File: src/rtl/ivo_pkg.sv
package ivo_pkg;

    localparam int OFFSET_GENERAL = 32'h180;
    localparam int OFFSET_VECTOR  = 32'h200;
    localparam int SPACE_SHIFT    = 5;

    typedef enum logic [1:0] {
        MODE_LEGACY   = 2'd0,
        MODE_SPECIAL  = 2'd1,
        MODE_INTERNAL = 2'd2,
        MODE_EXTERNAL = 2'd3
    } vec_mode_e;

    typedef enum logic {
        ST_IDLE    = 1'b0,
        ST_PRESENT = 1'b1
    } ivo_state_e;

    function automatic vec_mode_e decode_mode(input logic m_int,
                                              input logic m_ext,
                                              input logic special);
        if (m_int)
            return MODE_INTERNAL;
        else if (m_ext)
            return MODE_EXTERNAL;
        else if (special)
            return MODE_SPECIAL;
        else
            return MODE_LEGACY;
    endfunction

endpackage

File: src/rtl/ivo_lowest_set.sv
module ivo_lowest_set #(
    parameter int LINES = 8,
    parameter int IDX_W = $clog2(LINES + 1)
) (
    input  logic [LINES-1:0] lines,
    output logic [IDX_W-1:0] index
);
    // Prefix "no lower line set" chain, one stage per line.
    logic [LINES:0] none_below;
    logic [LINES-1:0] first_hot;

    assign none_below[0] = 1'b1;

    for (genvar g = 0; g < LINES; g++) begin : g_chain
        assign first_hot[g]    = lines[g] & none_below[g];
        assign none_below[g+1] = none_below[g] & ~lines[g];
    end

    always_comb begin
        index = IDX_W'(LINES);
        for (int i = 0; i < LINES; i++) begin
            if (first_hot[i])
                index = IDX_W'(i);
        end
    end

endmodule

File: src/rtl/ivo_scale.sv
module ivo_scale #(
    parameter int VEC_W = 8,
    parameter int VS_W  = 6,
    parameter int OFF_W = VEC_W + VS_W + 6
) (
    input  logic [VEC_W-1:0] vec,
    input  logic [VS_W-1:0]  space,
    output logic [OFF_W-1:0] offset
);
    import ivo_pkg::*;

    localparam int STEP_W = VS_W + SPACE_SHIFT;

    logic [STEP_W-1:0] step;

    assign step   = {space, {SPACE_SHIFT{1'b0}}};
    assign offset = OFF_W'(OFFSET_VECTOR) + (OFF_W'(vec) * OFF_W'(step));

endmodule

File: src/rtl/irq_vec_offset.sv
module irq_vec_offset #(
    parameter int PEND_W = 8,
    parameter int VS_W   = 6,
    parameter int OFF_W  = PEND_W + VS_W + 6
) (
    input  logic              clk,
    input  logic              rst_n,
    input  logic              req_start,
    input  logic [PEND_W-1:0] irq_pend,
    input  logic              sel_special,
    input  logic [VS_W-1:0]   vec_space,
    input  logic              mode_int,
    input  logic              mode_ext,
    output logic              res_valid,
    output logic [OFF_W-1:0]  res_offset
);
    import ivo_pkg::*;

    localparam int IDX_W = $clog2(PEND_W + 1);

    ivo_state_e        state_q, state_d;
    vec_mode_e         mode;
    logic [IDX_W-1:0]  low_idx;
    logic [PEND_W-1:0] vec_num;
    logic [OFF_W-1:0]  scaled_off;
    logic [OFF_W-1:0]  next_off;

    ivo_lowest_set #(.LINES(PEND_W), .IDX_W(IDX_W)) u_lowest (
        .lines (irq_pend),
        .index (low_idx)
    );

    ivo_scale #(.VEC_W(PEND_W), .VS_W(VS_W), .OFF_W(OFF_W)) u_scale (
        .vec    (vec_num),
        .space  (vec_space),
        .offset (scaled_off)
    );

    assign mode = decode_mode(mode_int, mode_ext, sel_special);

    always_comb begin
        unique case (mode)
            MODE_INTERNAL: vec_num = PEND_W'(low_idx);
            MODE_EXTERNAL: vec_num = irq_pend;
            default:       vec_num = '0;
        endcase
    end

    always_comb begin
        unique case (mode)
            MODE_LEGACY:  next_off = OFF_W'(OFFSET_GENERAL);
            MODE_SPECIAL: next_off = OFF_W'(OFFSET_VECTOR);
            default:      next_off = scaled_off;
        endcase
    end

    // Next-state logic: T_ACCEPT, T_CHAIN, T_RETIRE.
    always_comb begin
        state_d = state_q;
        unique case (state_q)
            ST_IDLE:    if (req_start) state_d = ST_PRESENT;
            ST_PRESENT: state_d = req_start ? ST_PRESENT : ST_IDLE;
            default:    state_d = ST_IDLE;
        endcase
    end

    always_ff @(posedge clk or negedge rst_n) begin
        if (!rst_n)
            state_q <= ST_IDLE;
        else
            state_q <= state_d;
    end

    // Output register: captures the offset only on an accepted request.
    always_ff @(posedge clk or negedge rst_n) begin
        if (!rst_n)
            res_offset <= '0;
        else if (req_start)
            res_offset <= next_off;
    end

    assign res_valid = (state_q == ST_PRESENT);

endmodule

File: config.mk
export PLATFORM = sky130hd
export DESIGN_NAME = irq_vec_offset
export DESIGN_NICKNAME = d
export VERILOG_FILES = /design/src/rtl/ivo_pkg.sv /design/src/rtl/ivo_lowest_set.sv /design/src/rtl/ivo_scale.sv /design/src/rtl/irq_vec_offset.sv
export SDC_FILE = /design/constraint.sdc
export NUM_CORES = 1
export LEC_CHECK = 0
export ABC_AREA = 1
export BUFFER_PORTS_ARGS = -buffer_cell sky130_fd_sc_hd__buf_4
export CAP_MARGIN = 20
export CORE_MARGIN = 2
export CORE_UTILIZATION = 40
export CTS_CLUSTER_SIZE = 28
export DETAILED_ROUTE_END_ITERATION = 10
export PLACE_DENSITY = 0.64
export SLEW_MARGIN = 0
export SYNTH_ARGS = -nofsm -noshare
export SYNTH_HDL_FRONTEND = slang
export SYNTH_SLANG_ARGS = --single-unit
File: constraint.sdc
create_clock -name clk -period 2.35 [get_ports clk]
set_clock_uncertainty 0.2 [all_clocks]
set_input_delay 0.47 -clock clk [delete_from_list [all_inputs] [get_ports clk]]
set_output_delay 0.47 -clock clk [all_outputs]
set_load 0.03 [all_outputs]
==> impl_metrics.toml, run 1 <==
[status]
outcome = "finished, violations left"
violations = "setup timing"

[layout]
final_cells = 564
diodes = 0
final_common_cell = "sky130_fd_sc_hd__buf_4"
drive_above_1_share = 0.435
most_frequent_cells_in_the_layout = "sky130_fd_sc_hd__buf_4 (99), sky130_fd_sc_hd__nand2_1 (82), sky130_fd_sc_hd__inv_1 (66)"
fin_area_um2 = 4000
synthToLayoutAreaGrowth_pct = 53.3
final_nets = 557
final_core_utilization = 0.633

[global_routing]
grt_start_max_net_pins = 17
grt_first_pass_wirelength_mm = 11.1
global_route.overflow_total = 0
total_routing_usage_gr = 0.184
first_global_vias = 2739
grt_antenna_before_repair = 0

[clock_tree]
cts-root-to-sink-buffers = 2
cts_root_buffer = "sky130_fd_sc_hd__clkbuf_8"
clock_tree.htree_level_count = 1
cts.reportedPaths.clkPinSlew_ps = 60
tritoncts = "done"
clock_insertion_delay_worst_skew_ps = 240
clock_sinks = 16
cts-buffers-inserted = 3

[worst_hold_path]
min_delay_src = "req_start"
hp-class = "primary input to flip-flop"

[timing]
final_max_slew_viol_count = 0
rsz0062_at_grt = "yes"
final.hold.worst_slack_ps = 156
finalWorstPathRequiredPeriod_ps = 4500
least_setup_slack_across_all_paths_after_layout_ps = -2150
timing.setup.tns_ps = -22520
setup_viol = 13
max_clock_freq_mhz = 222
min_period_over_period = 1.91
hold_viol = 0

[detailed_routing]
route.detailed.wl_per_inst_um = 11.4
vias_per_cell = 4.68
antenna_left = 0
num_vias = 2639
first_pass_iters = 4
drt_iter0_drc = 45
detail_route.wirelength_mm = 6.42
detail_route.drc_violations = 0

[pwr]
leakagePower_nw = 2.07
ir_worst_vdd_mv = 0.564
power_density_nw_per_um2 = 436
totalPowerFinal_mw = 1.74

[floorplanning]
floorplan.rows = 29
floorplan.initialDensity = 0.413
placeableCoreArea_um2 = 6310
io_pins = 41
die-area_um2 = 7180
floorplan.die.width_um = 84.7
die_h_um = 84.7

[placement]
detailed_place.area_um2 = 3410
place.detailed.instances = 545
weighted_congestion_at_the_end_of_routability_driven_global_placement = 0.875
place_worst_setup_slack_ps = -2620
post-dp-hpwl_mm = 5.09
portBuffers = 35

[worst_setup_path]
path_class = "primary input to flip-flop"
worst_ep_required_time_ps = 2290
worstPathArrival_ps = 4440
start_kind = "primary input"
timing.critical_path.to_type = "flip-flop"
crit_start = "irq_pend[2]"
crit-reg2reg-launch = "res_offset[12]"
crit_path_max_fanout = 8

[synth]
synthDistinctLibCells = 33
post_synth_main_area_contributors = "sky130_fd_sc_hd__fa_1 (19%), sky130_fd_sc_hd__dfrtp_1 (15%), sky130_fd_sc_hd__nand2_1 (14%), sky130_fd_sc_hd__inv_1 (11%), sky130_fd_sc_hd__ha_1 (11%)"
ys_seq_area_frac = 0.154
synth_top_area_share = 0.192
ys_seq_elements = 16
synthesis.yosys.warnings = 0
post_synth_inst_count = 377
syn_area_per_cell_um2 = 6.92
synthDominantAreaCellType = "sky130_fd_sc_hd__fa_1"
synth_area_um2 = 2610

[job]
timing.max_cap.violations = 0
==> logic make-up (layout without fill, tap and decap cells) <==
family                   after synthesis  count (layout)  share of synthesized area
XOR/XNOR                               2               2                    0.00672
adder cells (fa/ha/maj)               48              48                      0.302
flip-flops                            16              16                      0.154
other                                  1               5                    0.00144
AND/OR/NAND/NOR                      195             195                      0.337
buffers and inverters                 88             194                      0.137
AO/OA/AOI/OAI                         27              27                     0.0614
==> worst max-delay path, cell delays in order <==
cell	delay, ps
sky130_fd_sc_hd__buf_6	100
sky130_fd_sc_hd__nor2_4	100
sky130_fd_sc_hd__inv_2	50
sky130_fd_sc_hd__nor2_4	90
sky130_fd_sc_hd__nand3_2	90
sky130_fd_sc_hd__nor2_2	150
sky130_fd_sc_hd__nand2_2	100
sky130_fd_sc_hd__nand2_2	70
sky130_fd_sc_hd__o21ai_2	70
sky130_fd_sc_hd__or2_1	250
sky130_fd_sc_hd__fa_2	550
sky130_fd_sc_hd__fa_2	430
sky130_fd_sc_hd__fa_1	500
sky130_fd_sc_hd__inv_2	50
sky130_fd_sc_hd__ha_4	250
sky130_fd_sc_hd__buf_4	150
sky130_fd_sc_hd__nand2_4	60
sky130_fd_sc_hd__nand3_2	110
sky130_fd_sc_hd__nand2_4	110
sky130_fd_sc_hd__nand3_4	90
sky130_fd_sc_hd__nor2_4	120
sky130_fd_sc_hd__nand3_2	100
sky130_fd_sc_hd__nor2_2	140
sky130_fd_sc_hd__nand3b_1	110
sky130_fd_sc_hd__nand3_1	90
sky130_fd_sc_hd__nand2_1	50
==> cells in the mapped netlist, drive strengths merged <==
library cell / count
nand3: 19
o31ai: 2
xnor2: 1
nor3: 2
ha: 23
clkinv: 1
nand3b: 5
fa: 25
nor2: 57
or2: 2
a21oi: 10
nand2: 106
a22oi: 1
dfrtp: 16
conb: 1
and2: 1
inv: 80
o21ai: 10
a22o: 3
buf: 7
xor2: 1
o22ai: 1
nand4: 3
==> path summary, 6_finish.rpt <==
path | end | slack [ps] | cells past startpoint
worst max register to register | res_offset[12] | 1430 | 1
min in group asynchronous | res_offset[5] | 420 | 2
max in group asynchronous | res_offset[19] | 1360 | 2
worst min register to register | res_offset[15] | 280 | 2
worst min-delay path | res_valid | 160 | 1
worst max-delay path | res_offset[17] | -2150 | 26
==> layer usage <==
layer / track usage / share of wire / routed length [um] / up-vias
met2: 0.359 / 0.53 / 3370 / 38
met5: 0 / 0 / 0 / -
met3: 0.00983 / 0.023 / 145 / 5
met4: 0.0346 / 0.0072 / 46 / 0
met1: 0.221 / 0.44 / 2860 / 1237
li1: - / - / - / 1359
==> sequential cells by signal, summed over array words and instances (netlist names) <==
register	cells
res_valid	1
res_offset	15
==> where the power goes <==
part           total (mW)  internal, mW  switching, mW  leakage (nW)
Sequential          0.350         0.324         0.0257         0.206
Combinational        1.19         0.551          0.641          1.84
Clock               0.200         0.114         0.0860        0.0216
==> cell type report <==
cell class | instances | area [um^2]
fill | 559 | 2320
timing repair buffer | 110 | 866
inverter | 81 | 307
multi-input combinational | 277 | 2290
tap | 77 | 96.3
sequential | 16 | 400
clock buffer | 3 | 41.3
==> what timing repair did <==
item                                    CTS  global route
buffers inserted                         10             6
pin swaps                                40            31
endpoints found under the setup margin   13            14
endpoints found under the hold margin    16             0
hold buffers                              1             0
resized for setup                        67            35
Note: power is estimated with default switching activity, not from simulation.
==> run 2: changes to the inputs <==
Settings changed: CORE_UTILIZATION 40 to 30, PLACE_DENSITY 0.64 to 0.52.
==> run 2 against run 1 <==
Net effect: the run still ends with setup timing left; wire length fell by 2.1%; fmax rose by 3.1%; sequential share of layout area barely moved; core utilization fell by 17 points; total power fell by 2.5%; combinational power fell by 3%; via count fell by 2.4%; critical path type unchanged; largest cell class unchanged.
==> impl_metrics.toml, run 2 (synthesis results as in run 1) <==
[timing]
min_period_over_period = 1.86
max_clock_freq_mhz = 229
finalWorstPathRequiredPeriod_ps = 4360
final.hold.worst_slack_ps = 162
setup_viol = 13
final_max_slew_viol_count = 0
hold_viol = 0
timing.setup.tns_ps = -21280
rsz0062_at_grt = "yes"
least_setup_slack_across_all_paths_after_layout_ps = -2010

[placement]
weighted_congestion_at_the_end_of_routability_driven_global_placement = 0.823
portBuffers = 35
post-dp-hpwl_mm = 5.24

[layout]
largest_reg_flops = 15
synthToLayoutAreaGrowth_pct = 53.9
final_common_cell = "sky130_fd_sc_hd__buf_4"
fillers = 858
most_frequent_cells_in_the_layout = "sky130_fd_sc_hd__buf_4 (97), sky130_fd_sc_hd__nand2_1 (81), sky130_fd_sc_hd__inv_1 (67)"
final_nets = 555
drive_above_1_share = 0.433
top_register_by_number_of_flip_flops = "res_offset"
diodes = 0

[worst_setup_path]
worstPathArrival_ps = 4300
timing.critical_path.max_delay_family = "adder cells"
worst_ep_required_time_ps = 2290
critPathBufInv = 5
critical_path.max_stage_delay_ps = 550
path_class = "primary input to flip-flop"
start_kind = "primary input"
cp_slowest_cell = "sky130_fd_sc_hd__fa_2"
crit_path_max_fanout = 8
timing.critical_path.to_type = "flip-flop"

[pwr]
leakagePower_nw = 2.05
power_density_nw_per_um2 = 423
ir_worst_vdd_mv = 0.186

[status]
violations = "setup timing"
outcome = "finished, violations left"

[job]
timing.max_cap.violations = 0

[global_routing]
global_route.overflow_total = 0
total_routing_usage_gr = 0.138
first_global_vias = 2754
grt_antenna_before_repair = 0
grt_first_pass_wirelength_mm = 11.2
grt_start_max_net_pins = 17

[detailed_routing]
num_vias = 2575
first_pass_iters = 4
vias_per_cell = 4.34
detail_route.wirelength_mm = 6.28
antenna_left = 0
drt_iter0_drc = 43
detail_route.drc_violations = 0
route.detailed.wl_per_inst_um = 10.6

[clock_tree]
tritoncts = "done"
clock_tree.htree_level_count = 1
cts.reportedPaths.clkPinSlew_ps = 60
clock_sinks = 16
cts-buffers-inserted = 3
cts-root-to-sink-buffers = 2
clock_insertion_delay_worst_skew_ps = 240
cts_root_buffer = "sky130_fd_sc_hd__clkbuf_8"

[floorplanning]
floorplan.die.width_um = 97.2
die-area_um2 = 9450
placeableCoreArea_um2 = 8590
floorplan.rows = 34
die_h_um = 97.2
io_pins = 41
floorplan.initialDensity = 0.303

[worst_hold_path]
hp-class = "primary input to flip-flop"
==> run 2: where the power goes <==
group	total, mW	switching, mW	internal (mW)
registers	0.350	0.0260	0.324
logic	1.15	0.629	0.520
clock network	0.199	0.0861	0.113
==> run 2: worst paths after layout <==
path / start / end / slack (ps) / cells after the start
max in group asynchronous: rst_n / res_offset[15] / 1360 / 2
min in group asynchronous: rst_n / res_offset[8] / 420 / 2
hold / removal: req_start / res_valid / 160 / 1
hold reg to reg: res_offset[15] / res_offset[15] / 280 / 2
setup / recovery: irq_pend[0] / res_offset[17] / -2010 / 27
setup reg to reg: res_offset[10] / res_offset[10] / 1420 / 1
==> run 2: routing by layer <==
metal	GRT usage	wire (um)
met1	0.178	2950
met4	0.0224	42
met5	0	0
met3	0.00791	140
met2	0.257	3150
==> run 2: layout make-up <==
class / instances / area [um^2] / share of cell area
clock buffers: 3 / 41.3 / 0.0103
inverters: 81 / 307 / 0.0764
multi-input cells: 277 / 2280 / 0.568
flip-flops and latches: 16 / 400 / 0.0998
well taps: 108 / 135 / 0.0337
repair buffers: 108 / 851 / 0.212
==> run 2: per-stage QoR <==
stage,instance area (um^2),instances,utilization,power [mW],worst slack [ps]
6_report,4010,593,0.467,1.70,-2010
5_1_grt,4010,593,0.467,1.84,-2280
4_1_cts,3810,591,0.443,1.63,-2100
3_5_place_dp,3480,580,0.405,1.28,-2590
3_3_place_gp,3480,580,0.405,1.28,-2500
2_1_floorplan,2660,381,-,0.962,-2230
==> run 2: timing repair <==
action                                  4_1_cts  5_1_grt
setup buffers                                 9        2
endpoints found under the setup margin       13       14
hold endpoints to repair                     16        0
hold buffers                                  1        0
pin swaps                                    48       32
resized for setup                            57       46
==> run 3: changes to the inputs <==
Settings changed: CORE_ASPECT_RATIO set to 1.2.
==> run 3 against run 2 <==
Net effect: sequential power hardly changed; the flow still finishes with violations (setup timing); worst hold slack worse by 7.5 ps; via count increased by 1.4%; sequential cell count unchanged.
==> impl_metrics.toml, run 3 (synthesis results as in run 1) <==
[status]
outcome = "finished, violations left"
violations = "setup timing"

[detailed_routing]
num_vias = 2612
route.detailed.wl_per_inst_um = 10.9
detail_route.drc_violations = 0
drt_iter0_drc = 76
first_pass_iters = 4
vias_per_cell = 4.32
antenna_left = 0
detail_route.wirelength_mm = 6.57

[worst_setup_path]
start_kind = "primary input"
timing.critical_path.max_delay_family = "adder cells"
critical_path.max_stage_delay_ps = 510
worstPathArrival_ps = 4340
cp_slowest_cell = "sky130_fd_sc_hd__fa_1"
crit-reg2reg-launch = "res_offset[6]"
worst_ep_required_time_ps = 2300
crit_path_max_fanout = 8
critical-path-top-cell-by-count = "sky130_fd_sc_hd__inv_2"
critPathBufInv = 6
path_class = "primary input to flip-flop"
timing.critical_path.to_type = "flip-flop"
crit_start = "irq_pend[2]"

[worst_hold_path]
hp-class = "primary input to flip-flop"
min_delay_src = "req_start"

[floorplanning]
placeableCoreArea_um2 = 8520
io_pins = 41
die_h_um = 106
floorplan.initialDensity = 0.306
floorplan.rows = 37
die-area_um2 = 9460
floorplan.die.width_um = 89.1

[timing]
min_period_over_period = 1.87
final.hold.worst_slack_ps = 154
setup_viol = 13
finalWorstPathRequiredPeriod_ps = 4400
hold_viol = 0
rsz0062_at_grt = "yes"
least_setup_slack_across_all_paths_after_layout_ps = -2050
max_clock_freq_mhz = 227
final_max_slew_viol_count = 0

[global_routing]
grt_first_pass_wirelength_mm = 11.4
first_global_vias = 2644
gr-usage-met2 = 0.263
grt_start_max_net_pins = 17
global_route.usage.met3 = 0.00466
global_route.overflow_total = 0
grt_antenna_before_repair = 0
total_routing_usage_gr = 0.145
use_met1 = 0.188
global_route.peak_usage_layer = "met2"

[layout]
final_core_utilization = 0.478
area_used_by_multi_input_combinational_logic_um2 = 2300
fillers = 897
fin_area_um2 = 4070
drive_above_1_share = 0.436
top_register_by_number_of_flip_flops = "res_offset"
area.sequential_um2 = 400
diodes = 0
most_frequent_cells_in_the_layout = "sky130_fd_sc_hd__buf_4 (100), sky130_fd_sc_hd__nand2_1 (80), sky130_fd_sc_hd__inv_1 (69)"
final_nets = 557
final_common_cell = "sky130_fd_sc_hd__buf_4"
synthToLayoutAreaGrowth_pct = 56.0
largest_reg_flops = 15

[clock_tree]
cts-root-to-sink-buffers = 2
clock_sinks = 16
clock_tree.htree_level_count = 1
cts.reportedPaths.clkPinSlew_ps = 60
cts_root_buffer = "sky130_fd_sc_hd__clkbuf_8"
cts-buffers-inserted = 3
tritoncts = "done"
clock_insertion_delay_worst_skew_ps = 250

[placement]
post-dp-hpwl_mm = 5.24
detailed_place.area_um2 = 3480
portBuffers = 35
weighted_congestion_at_the_end_of_routability_driven_global_placement = 0.794

[pwr]
leakagePower_nw = 2.06
power_density_nw_per_um2 = 435
ir_worst_vdd_mv = 0.203

[job]
timing.max_cap.violations = 0
==> run 3: repair_timing <==
action                                  in CTS  in global routing
gates resized for setup                     70                 31
hold buffers                                 1                  0
endpoints found under the setup margin      13                 14
pin swaps                                   44                 16
hold endpoints to repair                    16                  0
setup buffers                               11                  4
==> run 3: stage by stage <==
step | power (mW) | worst slack [ps] | setup TNS, ps | cells
CTS | 1.71 | -2020 | -21410 | 602
detailed placement | 1.28 | -2590 | -28430 | 588
floorplan | 0.962 | -2230 | -22780 | 381
global placement | 1.28 | -2510 | -27620 | 588
global route | 1.92 | -2310 | -24590 | 605
finish | 1.77 | -2050 | -21760 | 605
==> run 3: final timing paths <==
kind | to | slack [ps] | cells after the start
max reg2reg | res_offset[6] | 1440 | 1
min in group asynchronous | res_valid | 410 | 2
min | res_valid | 150 | 1
max in group asynchronous | res_offset[15] | 1360 | 2
max | res_offset[17] | -2050 | 26
min reg2reg | res_offset[9] | 270 | 2
==> run 3: metal layers <==
layer | part of all wire | up-vias | wire length (um)
li1 | - | 1363 | -
met1 | 0.44 | 1215 | 2910
met2 | 0.53 | 29 | 3480
met3 | 0.018 | 5 | 120
met4 | 0.0093 | 0 | 61
met5 | 0 | - | 0
==> run 3: final cells by class <==
cell class / count / share of cell area
Sequential cell: 16 / 0.0984
Multi-Input combinational cell: 277 / 0.565
Timing Repair Buffer: 110 / 0.212
Tap cell: 117 / 0.0360
Inverter: 81 / 0.0754
Clock buffer: 4 / 0.0135
==> run 3: where the power goes <==
group,internal (mW),switching (mW)
logic,0.539,0.638
clock network,0.149,0.0936
registers,0.324,0.0243
